[src/rtl/ddrchk_pkg.sv]
package ddrchk_pkg;

  localparam int NUM_VIOL = 12;

  // Violation bit positions; a lower index wins when several rules break.
  localparam int V_MRD   = 0;
  localparam int V_BUSY  = 1;
  localparam int V_STATE = 2;
  localparam int V_RCD   = 3;
  localparam int V_BURST = 4;
  localparam int V_WTR   = 5;
  localparam int V_CCD   = 6;
  localparam int V_RAS   = 7;
  localparam int V_RC    = 8;
  localparam int V_RP    = 9;
  localparam int V_DAL   = 10;
  localparam int V_RRD   = 11;

  typedef enum logic [2:0] {
    CMD_NOP = 3'd0,
    CMD_ACT = 3'd1,
    CMD_RD  = 3'd2,
    CMD_WR  = 3'd3,
    CMD_PRE = 3'd4,
    CMD_REF = 3'd5,
    CMD_MRS = 3'd6,
    CMD_RSV = 3'd7
  } cmdCode_e;

  // Strobes from the command control to the timer datapath.
  typedef struct packed {
    logic act;
    logic rd;
    logic wr;
    logic pre;
    logic preAll;
    logic mrs;
    logic autoPre;
  } ctrlStb_t;

endpackage

[src/rtl/ddrchk_downcnt.sv]
module ddrchk_downcnt #(
  parameter int CNT_W = 4
) (
  input  logic             clk,
  input  logic             rstN,
  input  logic             load,
  input  logic [CNT_W-1:0] loadVal,
  output logic             done
);

  logic [CNT_W-1:0] remain;

  always_ff @(posedge clk or negedge rstN) begin
    if (!rstN)                remain <= '0;
    else if (load)            remain <= loadVal;
    else if (remain != '0)    remain <= remain - CNT_W'(1);
  end

  assign done = (remain == '0);

endmodule

[src/rtl/ddrchk_bank_timers.sv]
module ddrchk_bank_timers
  import ddrchk_pkg::*;
#(
  parameter int NUM_BANKS = 4,
  parameter int BANK_W    = 2,
  parameter int T_RCD     = 3,
  parameter int T_RAS     = 6,
  parameter int T_RC      = 9,
  parameter int T_RP      = 3,
  parameter int T_RRD     = 2,
  parameter int T_WR      = 2,
  parameter int T_WTR     = 1,
  parameter int T_CCD     = 1,
  parameter int T_MRD     = 2,
  parameter int BURST_CYC = 2
) (
  input  logic                 clk,
  input  logic                 rstN,
  input  ctrlStb_t             stb,
  input  logic [BANK_W-1:0]    bankSel,
  output logic [NUM_BANKS-1:0] bankOpen,
  output logic [NUM_BANKS-1:0] rcdDone,
  output logic [NUM_BANKS-1:0] rasDone,
  output logic [NUM_BANKS-1:0] rcDone,
  output logic [NUM_BANKS-1:0] rpDone,
  output logic [NUM_BANKS-1:0] dalDone,
  output logic                 rrdDone,
  output logic                 ccdDone,
  output logic                 wtrDone,
  output logic                 burstDone,
  output logic                 mrdDone
);

  function automatic int maxOf(input int a, input int b);
    return (a > b) ? a : b;
  endfunction

  localparam int DAL_CYC  = BURST_CYC + T_WR + T_RP;
  localparam int RDAP_CYC = BURST_CYC + T_RP;
  localparam int WTR_CYC  = BURST_CYC + T_WTR;
  localparam int MAX_LEN  = maxOf(maxOf(maxOf(T_RCD, T_RAS), maxOf(T_RC, DAL_CYC)),
                                  maxOf(maxOf(RDAP_CYC, WTR_CYC),
                                        maxOf(maxOf(T_RRD, T_CCD), maxOf(T_MRD, BURST_CYC))));
  localparam int CNT_W    = $clog2(MAX_LEN + 1);

  // Per-bank row state and windows
  for (genvar b = 0; b < NUM_BANKS; b++) begin : g_bank
    logic hit, closeNow, apHere, openQ, rpLoad;
    logic [CNT_W-1:0] rpVal;

    assign hit      = (bankSel == BANK_W'(b));
    assign closeNow = stb.pre && openQ && (stb.preAll || hit);
    assign apHere   = (stb.rd || stb.wr) && stb.autoPre && hit;
    assign rpLoad   = closeNow || (stb.rd && stb.autoPre && hit);
    assign rpVal    = closeNow ? CNT_W'(T_RP - 1) : CNT_W'(RDAP_CYC - 1);

    always_ff @(posedge clk or negedge rstN) begin
      if (!rstN)                  openQ <= 1'b0;
      else if (stb.act && hit)    openQ <= 1'b1;
      else if (closeNow || apHere) openQ <= 1'b0;
    end
    assign bankOpen[b] = openQ;

    ddrchk_downcnt #(.CNT_W(CNT_W)) rcdCnt_i (
      .clk(clk), .rstN(rstN), .load(stb.act && hit),
      .loadVal(CNT_W'(T_RCD - 1)), .done(rcdDone[b]));
    ddrchk_downcnt #(.CNT_W(CNT_W)) rasCnt_i (
      .clk(clk), .rstN(rstN), .load(stb.act && hit),
      .loadVal(CNT_W'(T_RAS - 1)), .done(rasDone[b]));
    ddrchk_downcnt #(.CNT_W(CNT_W)) rcCnt_i (
      .clk(clk), .rstN(rstN), .load(stb.act && hit),
      .loadVal(CNT_W'(T_RC - 1)), .done(rcDone[b]));
    ddrchk_downcnt #(.CNT_W(CNT_W)) rpCnt_i (
      .clk(clk), .rstN(rstN), .load(rpLoad),
      .loadVal(rpVal), .done(rpDone[b]));
    ddrchk_downcnt #(.CNT_W(CNT_W)) dalCnt_i (
      .clk(clk), .rstN(rstN), .load(stb.wr && stb.autoPre && hit),
      .loadVal(CNT_W'(DAL_CYC - 1)), .done(dalDone[b]));
  end

  // Windows shared by all banks
  ddrchk_downcnt #(.CNT_W(CNT_W)) rrdCnt_i (
    .clk(clk), .rstN(rstN), .load(stb.act),
    .loadVal(CNT_W'(T_RRD - 1)), .done(rrdDone));
  ddrchk_downcnt #(.CNT_W(CNT_W)) ccdCnt_i (
    .clk(clk), .rstN(rstN), .load(stb.rd || stb.wr),
    .loadVal(CNT_W'(T_CCD - 1)), .done(ccdDone));
  ddrchk_downcnt #(.CNT_W(CNT_W)) wtrCnt_i (
    .clk(clk), .rstN(rstN), .load(stb.wr),
    .loadVal(CNT_W'(WTR_CYC - 1)), .done(wtrDone));
  ddrchk_downcnt #(.CNT_W(CNT_W)) burstCnt_i (
    .clk(clk), .rstN(rstN), .load(stb.wr && stb.autoPre),
    .loadVal(CNT_W'(BURST_CYC - 1)), .done(burstDone));
  ddrchk_downcnt #(.CNT_W(CNT_W)) mrdCnt_i (
    .clk(clk), .rstN(rstN), .load(stb.mrs),
    .loadVal(CNT_W'(T_MRD - 1)), .done(mrdDone));

endmodule

[src/rtl/ddrchk_cmd_ctrl.sv]
module ddrchk_cmd_ctrl
  import ddrchk_pkg::*;
#(
  parameter int NUM_BANKS = 4,
  parameter int BANK_W    = 2
) (
  input  logic [2:0]           cmdCode,
  input  logic [BANK_W-1:0]    cmdBank,
  input  logic                 cmdAutoPre,
  input  logic [NUM_BANKS-1:0] bankOpen,
  input  logic [NUM_BANKS-1:0] rcdDone,
  input  logic [NUM_BANKS-1:0] rasDone,
  input  logic [NUM_BANKS-1:0] rcDone,
  input  logic [NUM_BANKS-1:0] rpDone,
  input  logic [NUM_BANKS-1:0] dalDone,
  input  logic                 rrdDone,
  input  logic                 ccdDone,
  input  logic                 wtrDone,
  input  logic                 burstDone,
  input  logic                 mrdDone,
  output ctrlStb_t             stb,
  output logic                 cmdLegal,
  output logic [NUM_VIOL-1:0]  violation
);

  logic isAct, isRd, isWr, isPre, isRef, isMrs, isCol, isCmd;
  logic quiet, selOpen;
  logic [NUM_BANKS-1:0] preMask;
  logic [NUM_VIOL-1:0]  raw;
  logic found;

  assign isAct = (cmdCode == CMD_ACT);
  assign isRd  = (cmdCode == CMD_RD);
  assign isWr  = (cmdCode == CMD_WR);
  assign isPre = (cmdCode == CMD_PRE);
  assign isRef = (cmdCode == CMD_REF);
  assign isMrs = (cmdCode == CMD_MRS);
  assign isCol = isRd || isWr;
  assign isCmd = isAct || isCol || isPre || isRef || isMrs;

  assign stb.act     = isAct;
  assign stb.rd      = isRd;
  assign stb.wr      = isWr;
  assign stb.pre     = isPre;
  assign stb.preAll  = isPre && cmdAutoPre;
  assign stb.mrs     = isMrs;
  assign stb.autoPre = cmdAutoPre;

  assign selOpen = bankOpen[cmdBank];
  assign quiet   = &(~bankOpen & rpDone & dalDone);

  always_comb begin
    for (int b = 0; b < NUM_BANKS; b++)
      preMask[b] = cmdAutoPre || (cmdBank == BANK_W'(b));
  end

  always_comb begin
    raw          = '0;
    raw[V_MRD]   = isCmd && !mrdDone;
    raw[V_BUSY]  = (isRef || isMrs) && !quiet;
    raw[V_STATE] = (isCol && !selOpen) || (isAct && selOpen);
    raw[V_RCD]   = isCol && selOpen && !rcdDone[cmdBank];
    raw[V_BURST] = isCol && !burstDone;
    raw[V_WTR]   = isRd && !wtrDone;
    raw[V_CCD]   = isCol && !ccdDone;
    raw[V_RAS]   = isPre && |(preMask & bankOpen & ~rasDone);
    raw[V_RC]    = isAct && !rcDone[cmdBank];
    raw[V_RP]    = isAct && !rpDone[cmdBank];
    raw[V_DAL]   = isAct && !dalDone[cmdBank];
    raw[V_RRD]   = isAct && !rrdDone;
  end

  // Keep only the highest-priority (lowest-index) rule.
  always_comb begin
    violation = '0;
    found     = 1'b0;
    for (int i = 0; i < NUM_VIOL; i++) begin
      if (raw[i] && !found) begin
        violation[i] = 1'b1;
        found        = 1'b1;
      end
    end
  end

  assign cmdLegal = ~|raw;

endmodule

[src/rtl/ddrchk_bank_timing.sv]
module ddrchk_bank_timing
  import ddrchk_pkg::*;
#(
  parameter int NUM_BANKS = 4,
  parameter int T_RCD     = 3,
  parameter int T_RAS     = 6,
  parameter int T_RC      = 9,
  parameter int T_RP      = 3,
  parameter int T_RRD     = 2,
  parameter int T_WR      = 2,
  parameter int T_WTR     = 1,
  parameter int T_CCD     = 1,
  parameter int T_MRD     = 2,
  parameter int BURST_CYC = 2,
  localparam int BANK_W   = $clog2(NUM_BANKS)
) (
  input  logic                clk,
  input  logic                rstN,
  input  logic [2:0]          cmdCode,
  input  logic [BANK_W-1:0]   cmdBank,
  input  logic                cmdAutoPre,
  output logic                cmdLegal,
  output logic [NUM_VIOL-1:0] violation
);

  ctrlStb_t stb;
  logic [NUM_BANKS-1:0] bankOpen, rcdDone, rasDone, rcDone, rpDone, dalDone;
  logic rrdDone, ccdDone, wtrDone, burstDone, mrdDone;

  ddrchk_cmd_ctrl #(.NUM_BANKS(NUM_BANKS), .BANK_W(BANK_W)) ctrl_i (
    .cmdCode(cmdCode), .cmdBank(cmdBank), .cmdAutoPre(cmdAutoPre),
    .bankOpen(bankOpen), .rcdDone(rcdDone), .rasDone(rasDone),
    .rcDone(rcDone), .rpDone(rpDone), .dalDone(dalDone),
    .rrdDone(rrdDone), .ccdDone(ccdDone), .wtrDone(wtrDone),
    .burstDone(burstDone), .mrdDone(mrdDone),
    .stb(stb), .cmdLegal(cmdLegal), .violation(violation));

  ddrchk_bank_timers #(
    .NUM_BANKS(NUM_BANKS), .BANK_W(BANK_W), .T_RCD(T_RCD), .T_RAS(T_RAS),
    .T_RC(T_RC), .T_RP(T_RP), .T_RRD(T_RRD), .T_WR(T_WR), .T_WTR(T_WTR),
    .T_CCD(T_CCD), .T_MRD(T_MRD), .BURST_CYC(BURST_CYC)
  ) timers_i (
    .clk(clk), .rstN(rstN), .stb(stb), .bankSel(cmdBank),
    .bankOpen(bankOpen), .rcdDone(rcdDone), .rasDone(rasDone),
    .rcDone(rcDone), .rpDone(rpDone), .dalDone(dalDone),
    .rrdDone(rrdDone), .ccdDone(ccdDone), .wtrDone(wtrDone),
    .burstDone(burstDone), .mrdDone(mrdDone));

endmodule

[config.mk]
export PLATFORM = sky130hd
export DESIGN_NAME = ddrchk_bank_timing
export DESIGN_NICKNAME = d
export VERILOG_FILES = /design/src/rtl/ddrchk_pkg.sv /design/src/rtl/ddrchk_downcnt.sv /design/src/rtl/ddrchk_bank_timers.sv /design/src/rtl/ddrchk_cmd_ctrl.sv /design/src/rtl/ddrchk_bank_timing.sv
export SDC_FILE = /design/constraint.sdc
export NUM_CORES = 1
export LEC_CHECK = 0
export ABC_AREA = 0
export ABC_CLOCK_PERIOD_IN_PS = 3650
export BUFFER_PORTS_ARGS = -buffer_cell sky130_fd_sc_hd__clkbuf_2
export CORE_MARGIN = 8
export CORE_UTILIZATION = 30
export DETAILED_ROUTE_END_ITERATION = 8
export PLACE_DENSITY = 0.5
export SLEW_MARGIN = 10
export SYNTH_ARGS = -nofsm -noshare
export SYNTH_HDL_FRONTEND = slang
export SYNTH_SLANG_ARGS = --single-unit
[constraint.sdc]
create_clock -name clk -period 3.65 [get_ports clk]
set_clock_uncertainty 0.05 [all_clocks]
set_input_delay 0.365 -clock clk [delete_from_list [all_inputs] [get_ports clk]]
set_output_delay 0.365 -clock clk [all_outputs]
set_load 0.05 [all_outputs]
-- Word level (Yosys, flattened, before mapping)
Cells that the tools add are included.
- eq/ne operators: 9
- bitwise gates (word level): 6
- add/subtract/negate cells: 25
- magnitude comparators: 1
- reductions and logical operators: 182
- muxes and demuxes: 94
- operator list (operator ; count):
    $mux W4 ; 50
    $logic_not A4 Y1 ; 25
    $reduce_bool A4 Y1 ; 25
    $sub A4 B1 Y4 const B ; 25
    $reduce_bool A2 Y1 ; 29
    $logic_and A1 B1 Y1 ; 53
    $mux W1 ; 35
    $logic_not A1 Y1 ; 23
    $logic_or A1 B1 Y1 ; 23
    $and A4 B4 Y4 ; 4
    $mux W3 ; 4
    $reduce_or A12 Y1 ; 1
    $bmux W1 S2 ; 5
    $eq A3 B3 Y1 const B ; 3
    $not A4 Y4 ; 2
    $eq A3 B2 Y1 const B ; 2
    $eq A2 B2 Y1 const B ; 2
    $reduce_and A4 Y1 ; 1
    $reduce_or A4 Y1 ; 1
    $eq A3 B1 Y1 const B ; 1
    $lt A2 B3 Y1 const B ; 1
    $eq A2 B1 Y1 const B ; 1
    $logic_not A2 Y1 ; 1
- register bits: 104
- input port bits: 8
- output and inout port bits: 13

-- Longest topological paths before layout
- depth after elaboration: 41
- gate-level depth with buffers: 8

-- Hierarchy
A second synthesis with hierarchy kept.
- cells, all modules: 684
- area total of the unflattened synthesis: 6936.7 µm²
- by module, submodules not included (module ; seq. area each (µm²) ; times used ; cells each ; area an instance (µm²)):
    ddrchk_downcnt ; 100.1 ; 25 ; 22 ; 234.0
    ddrchk_cmd_ctrl ; 0.0 ; 1 ; 81 ; 670.6
    ddrchk_bank_timers ; 100.1 ; 1 ; 53 ; 416.6

-- Worst setup path after synthesis
No wires, ideal clock.
- path type: flip-flop to output port
- from: reg timers_i.mrdCnt_i.remain[0]
- to: out violation[10]
- setup slack: 0.259 ns
- stages on the path, launching flop included: 9
- data arrival time: 2.976 ns
- path buffers: 1
- required time: 3.235 ns
- cells stage by stage: dfrtp_1 -> inv_1 -> ha_1 -> nor3b_2 -> a211oi_1 -> or4_4 -> nand2b_4 -> buf_6 -> nor3_1
- longest elaborated chain between the ends: 34
- RTL lines (what ; RTL line ; text):
    start: declaration ; ddrchk_downcnt.sv:11 ; logic [CNT_W-1:0] remain;
    start signal: assignment ; ddrchk_downcnt.sv:15 ; else if (load) remain <= loadVal;
    start signal: assignment ; ddrchk_downcnt.sv:16 ; else if (remain != '0) remain <= remain - CNT_W'(1);
    $logic_not A4 Y1 (*) ; ddrchk_downcnt.sv:19 ; assign done = (remain == '0);
    $logic_not A1 Y1 (*) ; ddrchk_cmd_ctrl.sv:59 ; raw[V_MRD] = isCmd && !mrdDone;
    $logic_and A1 B1 Y1 (*) ; ddrchk_cmd_ctrl.sv:59 ;
    $mux W1 (*) ; ddrchk_cmd_ctrl.sv:78 ; if (raw[i] && !found) begin
    $logic_not A1 Y1 ; ddrchk_cmd_ctrl.sv:78 ;
    $logic_and A1 B1 Y1 ; ddrchk_cmd_ctrl.sv:78 ;
    $mux W1 (*) ; ddrchk_cmd_ctrl.sv:78 ;
    $logic_not A1 Y1 ; ddrchk_cmd_ctrl.sv:78 ;
    (+18 left out) ; -- ;
    $logic_and A1 B1 Y1 ; ddrchk_cmd_ctrl.sv:78 ;
    $mux W1 (*) ; ddrchk_cmd_ctrl.sv:78 ;
    $logic_not A1 Y1 ; ddrchk_cmd_ctrl.sv:78 ;
    $logic_and A1 B1 Y1 ; ddrchk_cmd_ctrl.sv:78 ;
    $mux W1 (*) ; ddrchk_cmd_ctrl.sv:78 ;
    $logic_not A1 Y1 (*) ; ddrchk_cmd_ctrl.sv:78 ;
    $logic_and A1 B1 Y1 (*) ; ddrchk_cmd_ctrl.sv:78 ;
    $mux W1 (*) ; ddrchk_cmd_ctrl.sv:78 ;
    end: declaration ; ddrchk_bank_timing.sv:23 ; output logic [NUM_VIOL-1:0] violation
Every way passes the cells marked *; elsewhere a longest branch is shown, timed or not.

-- Worst setup path after layout
- from: reg timers_i.mrdCnt_i.remain[0]
- to: out cmdLegal
- longest elaborated chain between the ends: 5
- RTL lines (what ; RTL line ; text):
    $logic_not A4 Y1 ; ddrchk_downcnt.sv:19 ;
    $logic_not A1 Y1 ; ddrchk_cmd_ctrl.sv:59 ;
    $logic_and A1 B1 Y1 ; ddrchk_cmd_ctrl.sv:59 ;
    $reduce_or A12 Y1 ; ddrchk_cmd_ctrl.sv:85 ; assign cmdLegal = ~|raw;
    $logic_not A1 Y1 ; ddrchk_cmd_ctrl.sv:85 ;
    end: declaration ; ddrchk_bank_timing.sv:22 ; output logic cmdLegal,
Every way passes these cells.

==> Flow_metrics.wiki <==
{| class="wikitable"
! Metric !! Value
|-
| TritonCTS clock tree || built
|-
| Number of cells traversed by the worst register-to-register path || 6
|-
| Flop-to-flop setup slack || 1.88 ns
|-
| First DRT Iteration DRCs || 295
|-
| Clock network latency to the later pin of the worst-skew pair || 0.35 ns
|-
| Critical path launch point || timers_i.mrdCnt_i.remain[0]
|-
| Y dimension of the die || 156 µm
|-
| Net count of the mapped netlist || 683
|-
| Overall routing resource usage || 0.118
|-
| Total congestion overflow || 0
|-
| Number of nets in the final layout || 712
|-
| Tightest Pin Transition || 1.07 ns
|-
| Required time reported for the critical path endpoint || 3.23 ns
|-
| Endpoints failing setup || 0
|-
| Leak pwr || 0.00295 µW
|-
| Sum of routed wire length over all layers || 13500 µm
|-
| Vias after detailed routing || 4525
|-
| Capture point of the critical path || cmdLegal
|-
| Worst min path class || in2async
|-
| Average vias per placed instance || 4.82
|-
| Total negative slack for setup checks || 0 ns
|-
| GP Congestion || 0.818
|-
| Iteration count of the initial detailed-routing pass || 4
|-
| Proportion of layout cells with a drive suffix above 1 || 0.0906
|-
| Final count of pins violating max slew || 0
|-
| Status || finished, final reports clean
|-
| Vias in the first global route || 4488
|-
| Boundary pin count || 21
|-
| Area growth from synthesis to final layout || 13.7%
|-
| Number of post-CTS setup repair buffers || 0
|-
| Post-Place Worst Slack || 0.621 ns
|-
| H-tree depth || 3
|-
| Total placed instance area || 6320 µm²
|-
| Die width || 156 µm
|-
| Number of warnings issued by yosys || 0
|-
| Signal arrival time at the worst endpoint || 3.00 ns
|-
| Count of flip-flops with a built-in enable after synthesis || 0
|-
| Reg-to-Reg End || timers_i.g_bank[3].rasCnt_i.remain[1]
|-
| Wire length of the first global-routing pass || 22700 µm
|-
| Total number of placement rows || 51
|-
| Peak clock frequency supported by timing || 0.293 GHz
|-
| Antenna cells || 0
|-
| Unique cell type count in the Yosys netlist || 49
|-
| Worst IR drop on VDD || 0.207 mV
|-
| Number of buffers added on ports || 20
|-
| Mean routed wirelength per cell || 14.4 µm
|-
| CTS clk-pin slew, worst paths || 0.07 ns
|-
| Number of antenna violations at the first check in global routing || 0
|-
| Maximum root-to-sink buffer count || 2
|-
| Endpoint kind of the worst setup timing path || output pin
|-
| Final Cell Area || 6660 µm²
|-
| Final WS setup || 0.238 ns
|-
| Minimum clock period after layout || 3.41 ns
|-
| Crit start category || register
|-
| Non-filler cells in the finished layout || 938
|-
| Total placed cells including tap cells || 923
|-
| Synth Flop Type || sky130_fd_sc_hd__dfrtp_1
|-
| Reg-to-reg critical path startpoint || timers_i.g_bank[3].rasCnt_i.remain[0]
|-
| Cell Pwr Density || 881 nW/µm²
|-
| Post-cts resize count || 0
|-
| Starting Density || 0.303
|-
| Clock root buffer || sky130_fd_sc_hd__clkbuf_16
|-
| Post-Synthesis Cell Area || 5860 µm²
|-
| Total half-perimeter wirelength after legalization and detailed placement || 10100 µm
|-
| Endpoints failing hold || 0
|-
| Antenna Nets Post-Route || 0
|-
| Number of buffers inserted by hold repair at cts || 0
|-
| Sequential element share of the synthesized area || 0.444
|-
| Mean instance size in the synthesized netlist || 9.16 µm²
|-
| Post-route clock period utilization || 0.935
|-
| Synthesized instance count || 640
|-
| Final-layout worst hold slack || 0.172 ns
|-
| Total CTS buffers || 9
|-
| Worst max-slew margin expressed relative to the limit || 0.284
|-
| Maximum fanout count along the critical path || 8
|-
| RSZ-0062 raised after global routing || no
|-
| Number of storage elements in the synthesis netlist || 104
|-
| Number of sinks driven by the clock tree || 104
|-
| Placeable core region || 19300 µm²
|-
| Async S/R FF share, synth || 1.00
|-
| Critical setup path kind || reg2out
|-
| DRC Markers || 0
|-
| Maximum number of pins on one net before global-route repair || 83
|-
| Max-cap violation count || 0
|-
| Die Area || 24300 µm²
|}
layout make-up:
type | instances | area (µm²)
Tap cell | 265 | 332
Inverter | 56 | 210
Multi-Input combinational cell | 465 | 2980
Clock buffer | 10 | 239
Sequential cell | 104 | 2600
Timing Repair Buffer | 33 | 200
Fill cell | 1969 | 12700
Clock inverter | 5 | 105
layer usage:
layer,global-route usage,routed length [µm],vias up,share of wire
li1,-,-,2249,-
met1,0.151,6370,2218,0.47
met2,0.196,6500,48,0.48
met3,0.0188,427,10,0.032
met4,0.0481,211,0,0.016
met5,0,0,-,0
cell families (layout without fill, tap and decap cells):
| logic type | Yosys count | in the layout | synth area share |
|---|---|---|---|
| AO/OA/AOI/OAI | 112 | 112 | 0.116 |
| adder cells (fa/ha/maj) | 35 | 35 | 0.0747 |
| AND/OR/NAND/NOR | 272 | 272 | 0.243 |
| flip-flops | 104 | 104 | 0.444 |
| XOR/XNOR | 41 | 41 | 0.0613 |
| buffers and inverters | 71 | 104 | 0.0482 |
| multiplexers | 5 | 5 | 0.0130 |
worst max-delay path, stage by stage (launching register included):
cell                       delay, ns
sky130_fd_sc_hd__dfrtp_1        0.38
sky130_fd_sc_hd__inv_1          0.09
sky130_fd_sc_hd__ha_1           0.20
sky130_fd_sc_hd__nor3b_2        0.43
sky130_fd_sc_hd__a211oi_1       0.15
sky130_fd_sc_hd__or4_4          0.56
sky130_fd_sc_hd__nand2b_4       0.23
sky130_fd_sc_hd__nor4_2         0.28
sky130_fd_sc_hd__clkbuf_2       0.32
power by group:
part,internal (µW),switching [µW],total [µW]
sequential,1740,432,2170
combinational,1210,1360,2580
clock,685,434,1120
state kept, by name (all words and copies together), names as in the netlist:
| name | count |
|---|---|
| timers_i.g_bank.rcCnt_i.remain | 16 |
| timers_i.g_bank.rpCnt_i.remain | 16 |
| timers_i.g_bank.openQ | 4 |
| timers_i.wtrCnt_i.remain | 4 |
| timers_i.ccdCnt_i.remain | 4 |
| timers_i.g_bank.rasCnt_i.remain | 16 |
| timers_i.burstCnt_i.remain | 4 |
| timers_i.rrdCnt_i.remain | 4 |
| timers_i.g_bank.rcdCnt_i.remain | 16 |
| timers_i.mrdCnt_i.remain | 4 |
| timers_i.g_bank.dalCnt_i.remain | 16 |
cells in the final DEF (no fill, tap or decap), drive strengths merged, types with 5 or more instances in the layout:
| cell | n |
|---|---|
| clkbuf | 29 |
| xnor2 | 41 |
| dfrtp | 104 |
| or3b | 9 |
| or3 | 21 |
| o21ai | 30 |
| nand3b | 14 |
| buf | 14 |
| inv | 56 |
| nor2 | 93 |
| nand2b | 19 |
| nor3b | 18 |
| nor3 | 35 |
| o211ai | 6 |
| a21oi | 39 |
| nand2 | 37 |
| nand3 | 9 |
| ha | 35 |
| a211oi | 10 |
| o21a | 5 |
synth_stat cells, types with 2 or more instances:
cell | instances | share of area
sky130_fd_sc_hd__a22oi_1 | 3 | 0.0038
sky130_fd_sc_hd__nand3b_1 | 14 | 0.018
sky130_fd_sc_hd__xnor2_1 | 41 | 0.061
sky130_fd_sc_hd__ha_1 | 35 | 0.075
sky130_fd_sc_hd__o221ai_1 | 2 | 0.0030
sky130_fd_sc_hd__nor4_2 | 3 | 0.0064
sky130_fd_sc_hd__a21oi_1 | 39 | 0.033
sky130_fd_sc_hd__nor2b_1 | 4 | 0.0043
sky130_fd_sc_hd__a211o_1 | 4 | 0.0060
sky130_fd_sc_hd__or3b_1 | 9 | 0.013
sky130_fd_sc_hd__dfrtp_1 | 104 | 0.44
sky130_fd_sc_hd__nor2_1 | 93 | 0.060
sky130_fd_sc_hd__nand4_1 | 3 | 0.0032
sky130_fd_sc_hd__buf_6 | 2 | 0.0038
sky130_fd_sc_hd__clkbuf_1 | 11 | 0.0070
sky130_fd_sc_hd__nand2_1 | 37 | 0.024
sky130_fd_sc_hd__or3_1 | 21 | 0.022
sky130_fd_sc_hd__o211ai_1 | 6 | 0.0077
sky130_fd_sc_hd__nor3b_1 | 17 | 0.022
sky130_fd_sc_hd__nor3_1 | 35 | 0.030
sky130_fd_sc_hd__a211oi_1 | 10 | 0.013
sky130_fd_sc_hd__o21ai_0 | 25 | 0.021
sky130_fd_sc_hd__nand3_1 | 9 | 0.0077
sky130_fd_sc_hd__o21a_1 | 5 | 0.0064
sky130_fd_sc_hd__mux4_2 | 2 | 0.0077
sky130_fd_sc_hd__o22ai_1 | 4 | 0.0043
sky130_fd_sc_hd__inv_1 | 55 | 0.035
sky130_fd_sc_hd__mux2i_1 | 2 | 0.0034
sky130_fd_sc_hd__o21ai_1 | 5 | 0.0043
sky130_fd_sc_hd__nand2b_1 | 18 | 0.019
sky130_fd_sc_hd__a221oi_1 | 4 | 0.0060
through the flow:
| stage | power (µW) | utilization |
|---|---|---|
| 5_1_grt | 6440 | 0.345 |
| 3_5_place_dp | 4780 | 0.327 |
| 2_1_floorplan | 4160 | - |
| 4_1_cts | 5940 | 0.345 |
| 3_3_place_gp | 4610 | 0.327 |
| 6_report | 5870 | 0.345 |
worst min-delay path by stage:
stage	slack, ns	to	start
finish	0.17	timers_i.g_bank[0].rcdCnt_i.remain[3]	rstN
global route	0.27	timers_i.g_bank[0].rcCnt_i.remain[2]	rstN
CTS	0.22	timers_i.g_bank[0].rcdCnt_i.remain[3]	rstN
detailed placement	0.43	timers_i.g_bank[0].dalCnt_i.remain[1]	timers_i.g_bank[0].dalCnt_i.remain[1]
global placement	0.42	timers_i.g_bank[0].dalCnt_i.remain[1]	timers_i.g_bank[0].dalCnt_i.remain[1]
floorplan	0.02	timers_i.burstCnt_i.remain[0]	rstN
Power figures use the tool's default switching activity.
